File: config.mk
export PLATFORM = sky130hd
export DESIGN_NAME = mem_pattern_tester
export DESIGN_NICKNAME = d
export VERILOG_FILES = /design/src/rtl/mpt_pkg.sv /design/src/rtl/mpt_cmd_issuer.sv /design/src/rtl/mpt_rd_tracker.sv /design/src/rtl/mpt_result_checker.sv /design/src/rtl/mem_pattern_tester.sv
export SDC_FILE = /design/constraint.sdc
export NUM_CORES = 1
export LEC_CHECK = 0
export BUFFER_PORTS_ARGS = -buffer_cell sky130_fd_sc_hd__buf_4
export CORE_MARGIN = 2
export CORE_UTILIZATION = 41
export DETAILED_ROUTE_END_ITERATION = 16
export PLACE_DENSITY = 0.82
export SYNTH_ARGS = -nofsm -noshare
export SYNTH_HDL_FRONTEND = slang
export SYNTH_SLANG_ARGS = --single-unit
File: constraint.sdc
create_clock -name clk_i -period 2.8 [get_ports clk_i]
set_clock_uncertainty 0.05 [all_clocks]
set_input_delay 0.14 -clock clk_i [delete_from_list [all_inputs] [get_ports clk_i]]
set_output_delay 0.14 -clock clk_i [all_outputs]
set_load 0.005 [all_outputs]
File: src/rtl/mpt_pkg.sv
package mpt_pkg;

  typedef enum logic [1:0] {
    PH_IDLE  = 2'd0,
    PH_WRITE = 2'd1,
    PH_READ  = 2'd2,
    PH_DRAIN = 2'd3
  } phase_e;

  // pattern word for a given index: index kept in the low pat_w bits
  function automatic logic [31:0] pat_of(logic [31:0] idx, int unsigned pat_w);
    return idx & ((32'd1 << pat_w) - 32'd1);
  endfunction

endpackage

File: src/rtl/mpt_cmd_issuer.sv
module mpt_cmd_issuer
  import mpt_pkg::*;
#(
  parameter int unsigned ADDR_W    = 25,
  parameter int unsigned DATA_W    = 16,
  parameter int unsigned NUM_WORDS = 8,
  parameter int unsigned PAT_W     = 8
) (
  input  logic              clk_i,
  input  logic              rst_ni,
  input  logic              start_i,
  input  logic              waitreq_i,
  input  logic              drained_i,
  output logic [ADDR_W-1:0] addr_o,
  output logic [DATA_W-1:0] wdata_o,
  output logic              rd_no,
  output logic              wr_no,
  output logic              rd_acc_o,
  output logic              clear_o
);

  localparam int unsigned IDX_W = (NUM_WORDS > 1) ? $clog2(NUM_WORDS) : 1;
  localparam logic [IDX_W-1:0] LAST_IDX = IDX_W'(NUM_WORDS - 1);

  phase_e           ph_q;
  logic [IDX_W-1:0] idx_q;
  logic             accept;

  // command outputs come only from registered state, so they cannot move during a stall
  assign wr_no    = (ph_q != PH_WRITE);
  assign rd_no    = (ph_q != PH_READ);
  assign addr_o   = ADDR_W'(idx_q);
  assign wdata_o  = DATA_W'(pat_of(32'(idx_q), PAT_W));
  assign accept   = !waitreq_i && (ph_q == PH_WRITE || ph_q == PH_READ);
  assign rd_acc_o = accept && (ph_q == PH_READ);
  assign clear_o  = start_i && (ph_q == PH_IDLE);

  always_ff @(posedge clk_i or negedge rst_ni) begin
    if (!rst_ni) begin
      ph_q  <= PH_IDLE;
      idx_q <= '0;
    end else begin
      unique case (ph_q)
        PH_IDLE: begin
          if (start_i) begin
            ph_q  <= PH_WRITE;
            idx_q <= '0;
          end
        end
        PH_WRITE: begin
          if (accept) begin
            if (idx_q == LAST_IDX) begin
              ph_q  <= PH_READ;
              idx_q <= '0;
            end else begin
              idx_q <= idx_q + 1'b1;
            end
          end
        end
        PH_READ: begin
          if (accept) begin
            if (idx_q == LAST_IDX) begin
              ph_q  <= PH_DRAIN;
              idx_q <= '0;
            end else begin
              idx_q <= idx_q + 1'b1;
            end
          end
        end
        PH_DRAIN: begin
          if (drained_i) ph_q <= PH_IDLE;
        end
        default: ph_q <= PH_IDLE;
      endcase
    end
  end

endmodule

File: src/rtl/mpt_rd_tracker.sv
module mpt_rd_tracker
  import mpt_pkg::*;
#(
  parameter int unsigned DATA_W    = 16,
  parameter int unsigned NUM_WORDS = 8,
  parameter int unsigned PAT_W     = 8
) (
  input  logic              clk_i,
  input  logic              rst_ni,
  input  logic              clear_i,
  input  logic              rd_acc_i,
  input  logic              rdvalid_i,
  output logic              beat_o,
  output logic              last_o,
  output logic [DATA_W-1:0] exp_o
);

  localparam int unsigned IDX_W = (NUM_WORDS > 1) ? $clog2(NUM_WORDS) : 1;
  localparam int unsigned OUT_W = $clog2(NUM_WORDS + 1);
  localparam logic [IDX_W-1:0] LAST_IDX = IDX_W'(NUM_WORDS - 1);

  logic [OUT_W-1:0] outst_q;
  logic [IDX_W-1:0] rx_q;

  assign beat_o = rdvalid_i && (outst_q != '0);
  assign last_o = beat_o && (rx_q == LAST_IDX);
  assign exp_o  = DATA_W'(pat_of(32'(rx_q), PAT_W));

  always_ff @(posedge clk_i or negedge rst_ni) begin
    if (!rst_ni) begin
      outst_q <= '0;
      rx_q    <= '0;
    end else if (clear_i) begin
      outst_q <= '0;
      rx_q    <= '0;
    end else begin
      unique case ({rd_acc_i, beat_o})
        2'b10:   outst_q <= outst_q + 1'b1;
        2'b01:   outst_q <= outst_q - 1'b1;
        default: outst_q <= outst_q;
      endcase
      if (beat_o) rx_q <= (rx_q == LAST_IDX) ? '0 : rx_q + 1'b1;
    end
  end

endmodule

File: src/rtl/mpt_result_checker.sv
module mpt_result_checker #(
  parameter int unsigned DATA_W = 16,
  parameter int unsigned ERR_W  = 8
) (
  input  logic              clk_i,
  input  logic              rst_ni,
  input  logic              clear_i,
  input  logic              beat_i,
  input  logic              last_i,
  input  logic [DATA_W-1:0] rdata_i,
  input  logic [DATA_W-1:0] exp_i,
  output logic [ERR_W-1:0]  err_o,
  output logic              done_o
);

  logic mismatch;
  assign mismatch = beat_i && (rdata_i != exp_i);

  always_ff @(posedge clk_i or negedge rst_ni) begin
    if (!rst_ni) begin
      err_o  <= '0;
      done_o <= 1'b0;
    end else if (clear_i) begin
      err_o  <= '0;
      done_o <= 1'b0;
    end else begin
      if (mismatch && err_o != '1) err_o <= err_o + 1'b1;
      if (last_i) done_o <= 1'b1;
    end
  end

endmodule

File: src/rtl/mem_pattern_tester.sv
module mem_pattern_tester #(
  parameter int unsigned ADDR_W    = 25,
  parameter int unsigned DATA_W    = 16,
  parameter int unsigned BE_W      = 2,
  parameter int unsigned NUM_WORDS = 8,
  parameter int unsigned PAT_W     = 8,
  parameter int unsigned ERR_W     = 8
) (
  input  logic              clk_i,
  input  logic              rst_ni,
  input  logic              start_i,
  output logic [ADDR_W-1:0] addr_o,
  output logic [DATA_W-1:0] wdata_o,
  output logic [BE_W-1:0]   be_no,
  output logic              cs_o,
  output logic              rd_no,
  output logic              wr_no,
  input  logic              waitreq_i,
  input  logic [DATA_W-1:0] rdata_i,
  input  logic              rdvalid_i,
  output logic              done_o,
  output logic              pass_o,
  output logic [ERR_W-1:0]  err_cnt_o
);

  logic              rd_acc;
  logic              clear;
  logic              beat;
  logic              last;
  logic [DATA_W-1:0] exp_word;

  assign cs_o   = 1'b1;
  assign be_no  = '0;
  assign pass_o = done_o && (err_cnt_o == '0);

  mpt_cmd_issuer #(
    .ADDR_W(ADDR_W), .DATA_W(DATA_W), .NUM_WORDS(NUM_WORDS), .PAT_W(PAT_W)
  ) u_issuer (
    .clk_i(clk_i), .rst_ni(rst_ni), .start_i(start_i), .waitreq_i(waitreq_i),
    .drained_i(last), .addr_o(addr_o), .wdata_o(wdata_o), .rd_no(rd_no),
    .wr_no(wr_no), .rd_acc_o(rd_acc), .clear_o(clear)
  );

  mpt_rd_tracker #(
    .DATA_W(DATA_W), .NUM_WORDS(NUM_WORDS), .PAT_W(PAT_W)
  ) u_tracker (
    .clk_i(clk_i), .rst_ni(rst_ni), .clear_i(clear), .rd_acc_i(rd_acc),
    .rdvalid_i(rdvalid_i), .beat_o(beat), .last_o(last), .exp_o(exp_word)
  );

  mpt_result_checker #(
    .DATA_W(DATA_W), .ERR_W(ERR_W)
  ) u_result (
    .clk_i(clk_i), .rst_ni(rst_ni), .clear_i(clear), .beat_i(beat),
    .last_i(last), .rdata_i(rdata_i), .exp_i(exp_word), .err_o(err_cnt_o),
    .done_o(done_o)
  );

endmodule

==> impl_metrics.ini, run 1 <==
[hold_path]
hold_path_depth = 4
holdCritPathClass = primary input to flop

[synthesis]
syn_inst = 183
syn_area_per_cell_um2 = 8.83
synth_seq_area_share_pct = 32.5
ys_seq_elements = 21
synth_area_mm2 = 0.00162
yosys.area.top_type = dfrtp_1
synth_area_leaders = dfrtp_1, buf_4, ha_1
synth_top_area_share_pct = 32.5
yosysUniqueCellTypes = 35
ys_warn_count = 0

[clock_tree]
cts_htree_levels = 1
ctsLongestPathBuffers = 2
cts_resized = 0
cts-root-buf = clkbuf_8
path_clk_slew_ns = 0.08
insertion_delay_ns = 0.26
cts_sinks = 21
postCtsSetupBuffers = 0
cts_buffers = 3
cts_tree = done

[power]
internal-power_uw = 426
p_leak_uw = 0.000943
p_clk_share_pct = 36.7
p_sw_uw = 126
vdd_ir_drop_max_mv = 0.125
powerDensity_mw_per_mm2 = 301
p_comb_share_pct = 8.4
power_uw = 552
p_sw_share_pct = 22.9
power_frac_seq_pct = 54.9

[setup_path]
cp_cell_sequence = inv_1 > ha_1 > nand2b_1 > nor2b_1 > ha_1 > nand3_1 > a21oi_1 > a32oi_1 > xor2_1 > nor2_1
cp_top_family = simple AND/OR/NAND/NOR gates
cp_slowest_cell = dfrtp_1
max_stage_delay_ns = 0.38
cpMostUsedCell = ha_1
crit_type = flop to flop
worst_setup_path_end_kind = flop
cp_num_cells = 10
critPathBufInv = 1
crit_fanout = 4
required_ns = 2.87
worst_setup_path_start_kind = flop
crit_arrival_ns = 2.28
rr_worst_depth = 10

[timing]
holdWs_ns = 0.157
tightest_slew_ns = 0.743
finalSetupViolCount = 0
drv_slew = 0
hold_viol = 0
rsz0062_at_grt = no
tns_ns = 0
finalCritPeriodShare_pct = 78.7
max_freq_mhz = 454
layout_min_cycle_time_ns = 2.20
max_slew_margin_pct = 50.1

[placed_design]
post_dp_cell_area_mm2 = 0.00178
place_inst = 262
place_hpwl_mm = 2.44
gp_congestion = 0.704
numPortBuffers = 38

[final_layout]
register_area_um2 = 526
n_antenna_cell = 0
fillers = 390
area_growth_pct = 13.6
nets = 253
fin_area_mm2 = 0.00184
stdcell_count = 267
multi_input_area_um2 = 866
drive_gt1_share_pct = 20.1

[floorplan]
rows = 22
io_pins = 77
core_mm2 = 0.00372
start_util_pct = 43.5
die_w_um = 66.8
dieArea_mm2 = 0.00446
die_h_um = 66.8

[routing]
via_per_inst = 4.80
drc = 0
wl_per_cell_um = 12.0
antenna_left = 0
drt-initial-drc-count = 38
dr.pass1.iters = 4
vias = 1282
wl_mm = 3.21

[global_route]
first_global_vias = 1117
grt_overflow = 0
grt_pass1_wl_mm = 4.95
grt_max_degree = 22
grt_usage_pct = 14.5
antenna_found_initial = 0

[outcome]
status = finished, final reports clean

[flow_run]
cap_violations = 0
==> final cells by class <==
type	count	area share, %
Inverter	10	2.04
Timing Repair Buffer	40	16.5
Sequential cell	21	28.6
Tap cell	48	3.27
Multi-Input combinational cell	144	47.1
Clock buffer	4	2.45
==> Yosys cell counts <==
master    count
o21ai_1       1
a21o_1        1
o211ai_1      2
nor4_1        3
clkbuf_1      2
o2111a_1      1
nor3_1        2
o21ai_0      12
a32oi_1       1
and2_1        1
inv_1        10
nor2b_1       1
o41ai_4       1
xnor2_1       6
nand4_1       2
nor4b_1       1
a31oi_1       1
a21oi_1      10
nand2b_1      2
conb_1        2
xor2_2        1
nor2_1        9
dfrtp_1      21
nand3_1       7
nand2_1      14
buf_4        42
or3_1         4
a41oi_1       1
o22ai_1       1
and3_1        1
xor2_1        3
or4_1         2
ha_1         12
and4_1        1
mux2i_1       2
==> stage by stage <==
step	worst slack [ns]	util [%]
floorplan	0.589	-
global route	0.376	49.4
finish	0.598	49.4
global placement	0.713	47.9
detailed placement	0.589	47.9
CTS	0.575	49.4
==> power groups by stage <==
stage	logic [uW]	clock network [uW]	registers [uW]
3_5_place_dp	45.3	0	309
4_1_cts	46.6	206	303
5_1_grt	53.0	222	303
6_report	46.7	203	303
3_3_place_gp	44.5	0	309
2_1_floorplan	53.8	0	309
==> sequential cells by signal, indices dropped and copies added (netlist names) <==
| register | cells |
|---|---|
| u_result.err_o | 8 |
| u_tracker.rx_q | 3 |
| u_issuer.ph_q | 2 |
| u_result.done_o | 1 |
| u_tracker.outst_q | 4 |
| u_issuer.idx_q | 3 |
==> path summary, 6_finish.rpt <==
check                                                   endpoint                           from  slack (ns)
worst max-delay path            u_tracker.outst_q[3]$_DFFE_PN0P_   u_issuer.ph_q[0]$_DFFE_PN0P_        0.60
worst min-delay path               u_result.err_o[1]$_DFFE_PN0P_                        start_i        0.16
worst max register to register  u_tracker.outst_q[3]$_DFFE_PN0P_   u_issuer.ph_q[0]$_DFFE_PN0P_        0.60
worst min register to register     u_issuer.idx_q[2]$_DFFE_PN0P_  u_issuer.idx_q[2]$_DFFE_PN0P_        0.50
max in group asynchronous          u_tracker.rx_q[0]$_DFFE_PN0P_                         rst_ni        2.18
min in group asynchronous          u_result.err_o[5]$_DFFE_PN0P_                         rst_ni        0.30
==> layout by cell type, fill, tap and decap left out, types with 2 or more instances in the layout <==
master	count
or4_1	2
ha_1	12
clkbuf_8	3
nand3_1	7
a21oi_1	10
dfrtp_1	21
or3_1	4
conb_1	38
nand2_1	14
xor2_1	3
nand2b_1	2
nor3_1	2
mux2i_1	2
inv_1	10
nor4_1	3
o211ai_1	2
nand4_1	2
nor2_1	9
buf_4	39
xnor2_1	6
o21ai_0	12
==> cell families (layout without fill, tap and decap cells) <==
family | Yosys count | after routing | synth area share, %
buf+inv | 54 | 54 | 22.3
simple gates | 50 | 50 | 15.6
compound gates | 32 | 32 | 12.8
flops | 21 | 21 | 32.5
fa+ha+maj | 12 | 12 | 9.29
xor+xnor | 10 | 10 | 5.88
other cells | 2 | 38 | 0.465
mux | 2 | 2 | 1.24
==> per-layer routing <==
| layer | GRT usage [%] | share of wire [%] | up-vias |
|---|---|---|---|
| li1 | - | - | 616 |
| met1 | 16.8 | 40 | 619 |
| met2 | 27.0 | 53 | 45 |
| met3 | 2.20 | 6.9 | 2 |
| met4 | 5.10 | 0.62 | 0 |
| met5 | 0 | 0 | - |
==> tightest hold or removal path: stages <==
cell and delay, ns:
buf_4 0.09, nand2_1 0.08, nand2_1 0.07, o21ai_0 0.06
==> repair_timing <==
action                                 CTS  global route
hold buffers                             1             0
setup endpoints to repair                0             0
endpoints found under the hold margin   21             0
No activity file was read; power rests on OpenSTA's default activity.
==> run 2: changes to the inputs <==
- ABC_AREA: unset -> 1
- PLACE_DENSITY: 0.82 -> 0.81
- clock period: 2.8 -> 2.15 ns (I/O delays scaled with it)
==> run 2 against run 1 <==
- non-clock buffer count increased by 1
- global-route usage shrank 0.52 points
- core utilization fell by 0.28 points
- power rose to 3.8 times the previous value
- cell count grew 18%
- register-to-register slack got worse by 0.37 ns
- first-iteration DRC count increased to 3.1 times the previous value
- sequential power grew 130%
- final area up 8.6%
- worst hold slack better by 0.022 ns
- combinational power rose to 24 times the previous value
- synthesized cell count increased by 25%
==> impl_metrics.ini, run 2 <==
[synthesis]
synth_seq_area_share_pct = 30.0
syn_inst = 228
yosysMostFrequentCell = buf_4
synth_top_area_share_pct = 30.0
ys_seq_elements = 21
synth_edf_count = 0
yosys.area.top_type = dfrtp_1
synth_commonest_cells = buf_4, nand2_1, inv_1
synth_flop_cell = dfrtp_1
ys_warn_count = 0
async_reset_ff_share_pct = 100
yosysUniqueCellTypes = 31
syn_area_per_cell_um2 = 7.69
synth_area_mm2 = 0.00175
synth_area_leaders = dfrtp_1, buf_4, ha_1

[final_layout]
n_antenna_cell = 0
register_area_um2 = 526
regMostFlops = u_result.err_o
fin_util_pct = 49.2
area_growth_pct = 13.8
largest_reg_flops = 8
nets = 300
final_cell_mix = buf_4, conb_1, nand2_1
final_common_cell = buf_4
reg_top3 = u_result.err_o x8, u_tracker.outst_q x4
drive_gt1_share_pct = 20.3
multi_input_area_um2 = 938
fillers = 398

[floorplan]
die_w_um = 69.4
core_mm2 = 0.00406
dieArea_mm2 = 0.00481
rows = 23
die_h_um = 69.4
start_util_pct = 43.2
io_pins = 77

[setup_path]
crit_type = flop to flop
cp_cell_sequence = inv_1 > ha_2 > nand2_1 > nand3_2 > inv_1 > ha_1 > inv_1 > nor2_1 > nor2_1 > nand3_1 > nand3_1 > nand2_1
crit_arrival_ns = 2.03
cp_top_family = simple AND/OR/NAND/NOR gates
max_stage_delay_ns = 0.41
required_ns = 2.26
cp_slowest_cell = dfrtp_1
crit_fanout = 5
cp_num_cells = 12
rr_worst_depth = 12
cpMostUsedCell = inv_1
worst_setup_path_start_kind = flop
critPathBufInv = 3
worst_setup_path_end_kind = flop

[timing]
setup_slack_ns = 0.224
max_slew_margin_pct = 62.0
finalSetupViolCount = 0
tightest_slew_ns = 0.567
layout_min_cycle_time_ns = 1.93
rsz0062_at_grt = no
finalCritPeriodShare_pct = 89.6
max_freq_mhz = 519
tns_ns = 0
hold_viol = 0
drv_slew = 0

[placed_design]
place_hpwl_mm = 2.66
place_ws_ns = 0.189
numPortBuffers = 38
gp_congestion = 0.796

[clock_tree]
cts_sinks = 21
path_clk_slew_ns = 0.08
cts-root-buf = clkbuf_8
cts_tree = done
insertion_delay_ns = 0.26
cts_htree_levels = 1
ctsLongestPathBuffers = 2
cts_buffers = 3
postCtsSetupBuffers = 0

[global_route]
antenna_found_initial = 0
grt_usage_pct = 14.0
grt_overflow = 0
grt_pass1_wl_mm = 5.56
grt_max_degree = 22
first_global_vias = 1324

[power]
internal-power_uw = 1180
p_sw_uw = 914
power_frac_seq_pct = 33.5
vdd_ir_drop_max_mv = 0.360
p_clk_share_pct = 12.5
power_uw = 2100
p_leak_uw = 0.00114
powerDensity_mw_per_mm2 = 1050
p_comb_share_pct = 54.0
p_sw_share_pct = 43.6

[hold_path]
holdCritPathClass = primary input to flop
hold_path_depth = 4

[flow_run]
cap_violations = 0

[outcome]
status = finished, final reports clean

[routing]
via_per_inst = 4.66
drt-initial-drc-count = 119
wl_mm = 3.28
vias = 1471
drc = 0
dr.pass1.iters = 4
antenna_left = 0
wl_per_cell_um = 10.4
-- run 2: kinds of logic (layout without fill, tap and decap cells) --
group / Yosys count / in the layout / synth area share [%]
flops: 21 / 21 / 30.0
xor+xnor: 8 / 8 / 4.00
simple gates: 93 / 93 / 26.3
fa+ha+maj: 12 / 12 / 8.57
other cells: 2 / 38 / 0.428
buf+inv: 73 / 75 / 24.6
compound gates: 19 / 19 / 6.07
-- run 2: area by class of cell --
cell class	count	area share, %
multi-input combinational	170	47.1
sequential	21	26.3
inverter	30	5.65
timing repair buffer	41	15.6
tap	50	3.14
clock buffer	4	2.26
-- run 2: routing by layer --
layer | GRT usage (%) | vias to the layer above | share of wire, %
met5 | 0 | - | 0
met4 | 4.58 | 0 | 1.2
met3 | 3.05 | 3 | 5.4
met2 | 25.6 | 47 | 54
met1 | 16.1 | 685 | 39
li1 | - | 736 | -
-- run 2: per-stage QoR --
stage | hold slack [ns] | area (um2) | instances
after global placement | -0.0441 | 1930 | 311
after detailed placement | -0.0424 | 1930 | 311
after global routing | 0.211 | 1990 | 316
after floorplan | -0.238 | 1890 | 264
final | 0.179 | 1990 | 316
after CTS | 0.163 | 1990 | 316
-- run 2: path summary, 6_finish.rpt --
| kind | startpoint | end | slack, ns |
|---|---|---|---|
| max | u_issuer.ph_q[0]$_DFFE_PN0P_ | u_tracker.outst_q[3]$_DFFE_PN0P_ | 0.22 |
| min | rdvalid_i | u_tracker.rx_q[2]$_DFFE_PN0P_ | 0.18 |
| max reg2reg | u_issuer.ph_q[0]$_DFFE_PN0P_ | u_tracker.outst_q[3]$_DFFE_PN0P_ | 0.22 |
| min reg2reg | u_tracker.outst_q[0]$_DFFE_PN0P_ | u_tracker.outst_q[0]$_DFFE_PN0P_ | 0.48 |
| max in group asynchronous | rst_ni | u_issuer.ph_q[0]$_DFFE_PN0P_ | 1.63 |
| min in group asynchronous | rst_ni | u_result.err_o[6]$_DFFE_PN0P_ | 0.21 |
-- run 2: worst min-delay path, cell delays in order --
cell	delay (ns)
buf_4	0.10
nand2_2	0.08
nand2_1	0.09
o21ai_0	0.07
-- run 2: power by group through the flow --
stage	Sequential (uW)	Combinational, uW	Clock (uW)
after CTS	703	1130	274
after floorplan	680	853	0
after global placement	702	1090	0
after detailed placement	711	1130	0
after global routing	727	1310	292
final	702	1130	262
-- run 2: timing repair --
action	in CTS	in global routing
hold endpoints to repair	21	0
resized for setup	0	2
setup endpoints to repair	0	1
hold buffers	1	0
